$ cat src/rtl/gpio_evt_pkg.sv
package gpio_evt_pkg;
  typedef enum logic [1:0] {
    ROUTE_NONE = 2'b00,
    ROUTE_MGMT = 2'b01,
    ROUTE_CFG  = 2'b10,
    ROUTE_RSVD = 2'b11
  } route_e;

  localparam logic [1:0] ADDR_EN    = 2'd0;
  localparam logic [1:0] ADDR_POL   = 2'd1;
  localparam logic [1:0] ADDR_ROUTE = 2'd2;
  localparam logic [1:0] ADDR_STAT  = 2'd3;
endpackage

$ cat src/rtl/gpio_sync.sv
module gpio_sync #(
  parameter int unsigned N = 16
) (
  input  logic         clk_i,
  input  logic         rst_ni,
  input  logic [N-1:0] d_i,
  output logic [N-1:0] q_o
);
  logic [N-1:0] s1_q, s2_q;

  always_ff @(posedge clk_i or negedge rst_ni) begin
    if (!rst_ni) begin
      s1_q <= '0;
      s2_q <= '0;
    end else begin
      s1_q <= d_i;
      s2_q <= s1_q;
    end
  end

  assign q_o = s2_q;
endmodule

$ cat src/rtl/gpio_qual.sv
module gpio_qual #(
  parameter int unsigned QUAL = 2
) (
  input  logic clk_i,
  input  logic rst_ni,
  input  logic strobe_i,
  input  logic en_i,
  input  logic active_i,
  input  logic clr_i,
  output logic status_o
);
  localparam int unsigned CW = (QUAL < 2) ? 1 : $clog2(QUAL);
  localparam logic [CW-1:0] CMAX = CW'(QUAL - 1);

  logic [CW-1:0] cnt_q;
  logic          status_q;
  logic          hit;

  // qualifying strobe: active now and on the previous QUAL-1 strobes
  assign hit = strobe_i & en_i & active_i & (cnt_q == CMAX);

  always_ff @(posedge clk_i or negedge rst_ni) begin
    if (!rst_ni) begin
      cnt_q    <= '0;
      status_q <= 1'b0;
    end else begin
      if (!en_i)               cnt_q <= '0;
      else if (strobe_i) begin
        if (!active_i)         cnt_q <= '0;
        else if (cnt_q != CMAX) cnt_q <= cnt_q + 1'b1;
      end
      status_q <= (status_q & ~clr_i) | hit;  // set wins
    end
  end

  assign status_o = status_q;
endmodule

$ cat src/rtl/gpio_route.sv
module gpio_route
  import gpio_evt_pkg::*;
#(
  parameter int unsigned N = 16
) (
  input  logic [N-1:0]   status_i,
  input  logic [2*N-1:0] route_i,
  output logic           mgmt_o,
  output logic           cfg_o
);
  logic [N-1:0] to_mgmt, to_cfg;

  for (genvar i = 0; i < N; i++) begin : g_dec
    route_e sel;
    assign sel = route_e'(route_i[2*i +: 2]);
    always_comb begin
      to_mgmt[i] = 1'b0;
      to_cfg[i]  = 1'b0;
      case (sel)
        ROUTE_MGMT: to_mgmt[i] = status_i[i];
        ROUTE_CFG:  to_cfg[i]  = status_i[i];
        default: ;
      endcase
    end
  end

  assign mgmt_o = |to_mgmt;
  assign cfg_o  = |to_cfg;
endmodule

$ cat src/rtl/gpio_event_router.sv
module gpio_event_router
  import gpio_evt_pkg::*;
#(
  parameter int unsigned N    = 16,
  parameter int unsigned QUAL = 2
) (
  input  logic           clk_i,
  input  logic           rst_ni,
  input  logic           sample_en_i,
  input  logic [N-1:0]   pin_i,
  input  logic           reg_we_i,
  input  logic [1:0]     reg_addr_i,
  input  logic [2*N-1:0] reg_wdata_i,
  output logic [2*N-1:0] reg_rdata_o,
  output logic           mgmt_irq_o,
  output logic           cfg_irq_o
);
  localparam int unsigned DW = 2 * N;

  logic [N-1:0]  en_q, pol_q;
  logic [DW-1:0] route_q;
  logic [N-1:0]  pin_s, active, clr_mask, status_w;

  always_ff @(posedge clk_i or negedge rst_ni) begin
    if (!rst_ni) begin
      en_q    <= '0;
      pol_q   <= '0;
      route_q <= '0;
    end else if (reg_we_i) begin
      case (reg_addr_i)
        ADDR_EN:    en_q    <= reg_wdata_i[N-1:0];
        ADDR_POL:   pol_q   <= reg_wdata_i[N-1:0];
        ADDR_ROUTE: route_q <= reg_wdata_i;
        default: ;
      endcase
    end
  end

  assign clr_mask = (reg_we_i && reg_addr_i == ADDR_STAT) ? reg_wdata_i[N-1:0] : '0;

  gpio_sync #(.N(N)) u_sync (
    .clk_i (clk_i),
    .rst_ni(rst_ni),
    .d_i   (pin_i),
    .q_o   (pin_s)
  );

  assign active = pin_s ^ pol_q;

  for (genvar i = 0; i < N; i++) begin : g_pin
    gpio_qual #(.QUAL(QUAL)) u_qual (
      .clk_i   (clk_i),
      .rst_ni  (rst_ni),
      .strobe_i(sample_en_i),
      .en_i    (en_q[i]),
      .active_i(active[i]),
      .clr_i   (clr_mask[i]),
      .status_o(status_w[i])
    );
  end

  gpio_route #(.N(N)) u_route (
    .status_i(status_w),
    .route_i (route_q),
    .mgmt_o  (mgmt_irq_o),
    .cfg_o   (cfg_irq_o)
  );

  always_comb begin
    case (reg_addr_i)
      ADDR_EN:    reg_rdata_o = {{N{1'b0}}, en_q};
      ADDR_POL:   reg_rdata_o = {{N{1'b0}}, pol_q};
      ADDR_ROUTE: reg_rdata_o = route_q;
      default:    reg_rdata_o = {{N{1'b0}}, status_w};
    endcase
  end
endmodule

$ cat config.mk
export PLATFORM = sky130hd
export DESIGN_NAME = gpio_event_router
export DESIGN_NICKNAME = d
export VERILOG_FILES = /design/src/rtl/gpio_evt_pkg.sv /design/src/rtl/gpio_sync.sv /design/src/rtl/gpio_qual.sv /design/src/rtl/gpio_route.sv /design/src/rtl/gpio_event_router.sv
export SDC_FILE = /design/constraint.sdc
export NUM_CORES = 1
export LEC_CHECK = 0
export BUFFER_PORTS_ARGS = -buffer_cell sky130_fd_sc_hd__buf_2
export CAP_MARGIN = 5
export CELL_PAD_IN_SITES_DETAIL_PLACEMENT = 2
export CELL_PAD_IN_SITES_GLOBAL_PLACEMENT = 2
export CORE_ASPECT_RATIO = 1.25
export CORE_MARGIN = 8
export CORE_UTILIZATION = 42
export CTS_CLUSTER_SIZE = 8
export DETAILED_ROUTE_END_ITERATION = 10
export PLACE_DENSITY = 0.93
export SYNTH_ARGS = -nofsm -noshare
export SYNTH_HDL_FRONTEND = slang
export SYNTH_SLANG_ARGS = --single-unit
$ cat constraint.sdc
create_clock -name clk_i -period 3.25 [get_ports clk_i]
set_input_delay 0.4875 -clock clk_i [delete_from_list [all_inputs] [get_ports clk_i]]
set_output_delay 0.4875 -clock clk_i [all_outputs]
set_load 0.02 [all_outputs]
==> metrics.md <==
| Metric | Value |
|---|---|
| Chip width | about 120 um |
| Clock tree buffer depth | 2 |
| Largest cells by area after synthesis | dfrtp_1, mux2_2, mux4_2, nand3b_1, xor2_1 |
| Setup TNS | 0 ns |
| DRT Pass-1 Iters | 5 |
| Hpwl dp | approximately 11,000 um |
| Final Non-Filler Cells | between 600 and 700 |
| Worst Hold Class | in2async |
| Post-synthesis net count | 424 |
| Inst Count DP | between 600 and 700 |
| CTS tree | yes |
| Clk_skew | about 0.0063 ns |
| Placer congestion estimate | around 0.75 |
| Yosys reg bits | approximately 130 |
| Leak | about 3.1 nW |
| Area grow syn2layout | 22.2% |
| Worst-margin pin slew | slightly above 0.8 ns |
| CTS resizes | 0 |
| Worst path top cell family by delay | buffers and inverters |
| Reg-to-reg slack, setup | a little over 2 ns |
| RSZ-0062 raised after global routing | no |
| Maximum vdd drop | 0.343 mV |
| CP most frequent cell | buf_2 |
| Worst rel slew slack | between 40% and 50% |
| Max Fclk | approximately 0.41 GHz |
| Clock-pin slew on the worst setup and hold paths | roughly 0.050 ns |
| WL per Instance | roughly 26 um |
| CTS root buffer | clkbuf_16 |
| Largest net degree at the start of global routing | 55 |
| Cell Pwr Density | 764 mW/mm^2 |
| Global Route Usage Sum | a little over a fifth |
| Initial core utilization | a little over two fifths |
| Largest area contributor in the netlist | dfrtp_1 |
| Worst Setup End Kind | output port |
| Tmin final | approximately 2.4 ns |
| # diodes | 0 |
| Final hold slack | between 0.1 and 0.15 ns |
| Fillers | around 1,200 |
| Slew Limit Fails | 0 |
| Die Height | 143 um |
| FF+latch area | about 0.0032 mm^2 |
| Port bufs | 87 |
| DR DRC count | 0 |
| Worst-path cell chain | buf_2 -> mux4_1 -> buf_2 |
| Share of layout cells above drive strength 1 | between 40% and 50% |
| Initial antenna violation count | 1 |
| Worst Setup Path Type | in2out |
| Clock latency on the worst-skew pair | between 0.4 and 0.5 ns |
| Crit path launch type | input port |
| Slowest stage delay, CP | around 0.63 ns |
| CORE AREA | 0.0127 mm^2 |
| Syn avg cell area | between 10 and 15 um^2 |
| CP bufs+invs | 2 |
| # Post-CTS Setup Buffers | 0 |
| Multi-input logic area | between 0.002 and 0.0025 mm^2 |
| R2R Path Start | pol_q[0] |
| Final Hold Vio Count | 0 |
| CTS Buf Count | 17 |
| Crit path from | reg_addr_i[0] |
| CP max stage cell | mux4_1 |
| Max-Cap Viols | 0 |
| Post-synth EDFFs | 0 |
| YS warnings | 0 |
| Total power | 5.10 mW |
| Initial DRC Count | 213 |
| Outcome | finished clean |
| Row Count | 46 |
| IO Pins | 88 |
| Setup-failing EPs final | 0 |
| Syn Inst Count | 370 |
| Via-to-Cell Ratio | between 5 and 6 |
| Seq/Total Area, Yosys | between 50% and 60% |
| Post-synth ARST share | between 90% and 100% |
| Mapped Area | 0.00546 mm^2 |
| Synth Flop Type | dfrtp_1 |
| Top-area cell type share of the netlist area | about three fifths |
| Routed wire length | about 17,000 um |
| Crit path DAT | between 1.5 and 2 ns |
| Nets | 523 |
| Total gr overflow | 0 |
| Vias post-DR | 3,653 |
| Synth top cells by count | dfrtp_1, mux2_2, nand3b_1, nand2_1 |
| Post-route ant nets | 0 |
| Final Cycle Share | about three quarters |
| Crit-path max FO | 20 |
| First-pass GRT wire length | around 27,000 um |
| Hold_buf cts | 0 |
| R2r worst-path depth | 3 |
| Clock sinks | about 130 |
| CTS H-tree depth | 4 |
| Yosys cell types | 27 |
| Vias in the first global route | around 4,500 |
| Worst R2R End | g_pin[0].u_qual.status_o |
| DIE AREA | around 0.017 mm^2 |
| Req. time, crit path | 2.76 ns |
| Count leader, synth | dfrtp_1 |
==> power breakdown <==
part | internal [mW] | switching (mW)
Combinational | 0.472 | 0.475
Clock | 1.23 | 0.720
Sequential | 1.88 | 0.331
Total | 3.57 | 1.53
==> sequential cells by signal (all words and copies together), names as in the netlist <==
register / flops
en_q: 16
pol_q: 16
g_pin.u_qual.cnt_q: 16
u_sync.q_o: 16
u_sync.s1_q: 16
route_q: 32
g_pin.u_qual.status_o: 16
==> routing by layer <==
| layer | share of wire, % | global-route usage [%] | up-vias |
|---|---|---|---|
| li1 | - | - | 1567 |
| met1 | 38 | 23.0 | 1952 |
| met4 | 2.4 | 8.92 | 2 |
| met2 | 55 | 40.0 | 99 |
| met3 | 4.0 | 5.46 | 33 |
| met5 | 0.058 | 0 | - |
==> cell usage in the layout, fill, tap and decap left out <==
cell type,Yosys,final
clkinvlp_4,0,3
clkbuf_8,0,1
a22o_1,14,14
a31o_2,14,14
mux2_4,1,1
nand3b_1,32,32
mux2_2,63,63
clkbuf_16,0,17
mux4_1,3,3
xor2_1,16,16
buf_4,3,7
nand2_1,18,18
nor3b_4,1,1
dfrtp_1,128,128
clkinv_2,0,3
nand2_4,1,1
nor2b_4,1,1
inv_6,0,1
o2bb2ai_1,2,2
nand3_1,2,2
buf_12,0,1
nand3b_2,1,1
or4_1,2,2
bufinv_16,0,3
inv_1,3,3
clkbuf_1,3,1
o21ai_0,2,2
mux4_2,13,13
and3_1,15,15
clkinv_4,0,3
and2_1,16,16
nand4_1,8,8
buf_2,2,86
==> logic make-up (layout without fill, tap and decap cells) <==
| family | after synthesis | in the layout | share of synthesized area [%] |
|---|---|---|---|
| buf+inv | 17 | 129 | 2.13 |
| compound gates | 32 | 32 | 5.00 |
| flops | 128 | 128 | 58.7 |
| mux | 80 | 80 | 20.1 |
| simple gates | 97 | 97 | 11.6 |
| xor+xnor | 16 | 16 | 2.57 |
==> stage by stage <==
stage	setup slack [ns]	area, um^2	utilization, %
5_1_grt	0.746	6670	52.5
2_1_floorplan	1.31	5460	-
4_1_cts	0.800	6670	52.5
6_report	0.840	6670	52.5
3_5_place_dp	0.824	6070	47.7
3_3_place_gp	0.842	6070	47.7
==> area by class of cell <==
type	count	share of cell area [%]
flip-flops and latches	128	48.0
multi-input cells	225	32.1
repair buffers	94	7.54
clock buffers	19	6.64
well taps	168	3.15
clock inverters	13	2.44
inverters	3	0.169
==> worst max path at each step <==
stage / to / slack [ns] / cells after the start
CTS: reg_rdata_o[2] / 0.80 / 3
floorplan: reg_rdata_o[0] / 1.31 / 3
global placement: reg_rdata_o[5] / 0.84 / 3
detailed placement: reg_rdata_o[5] / 0.82 / 3
finish: reg_rdata_o[5] / 0.84 / 3
global route: reg_rdata_o[2] / 0.75 / 3
No activity file was read; power rests on OpenSTA's default activity.
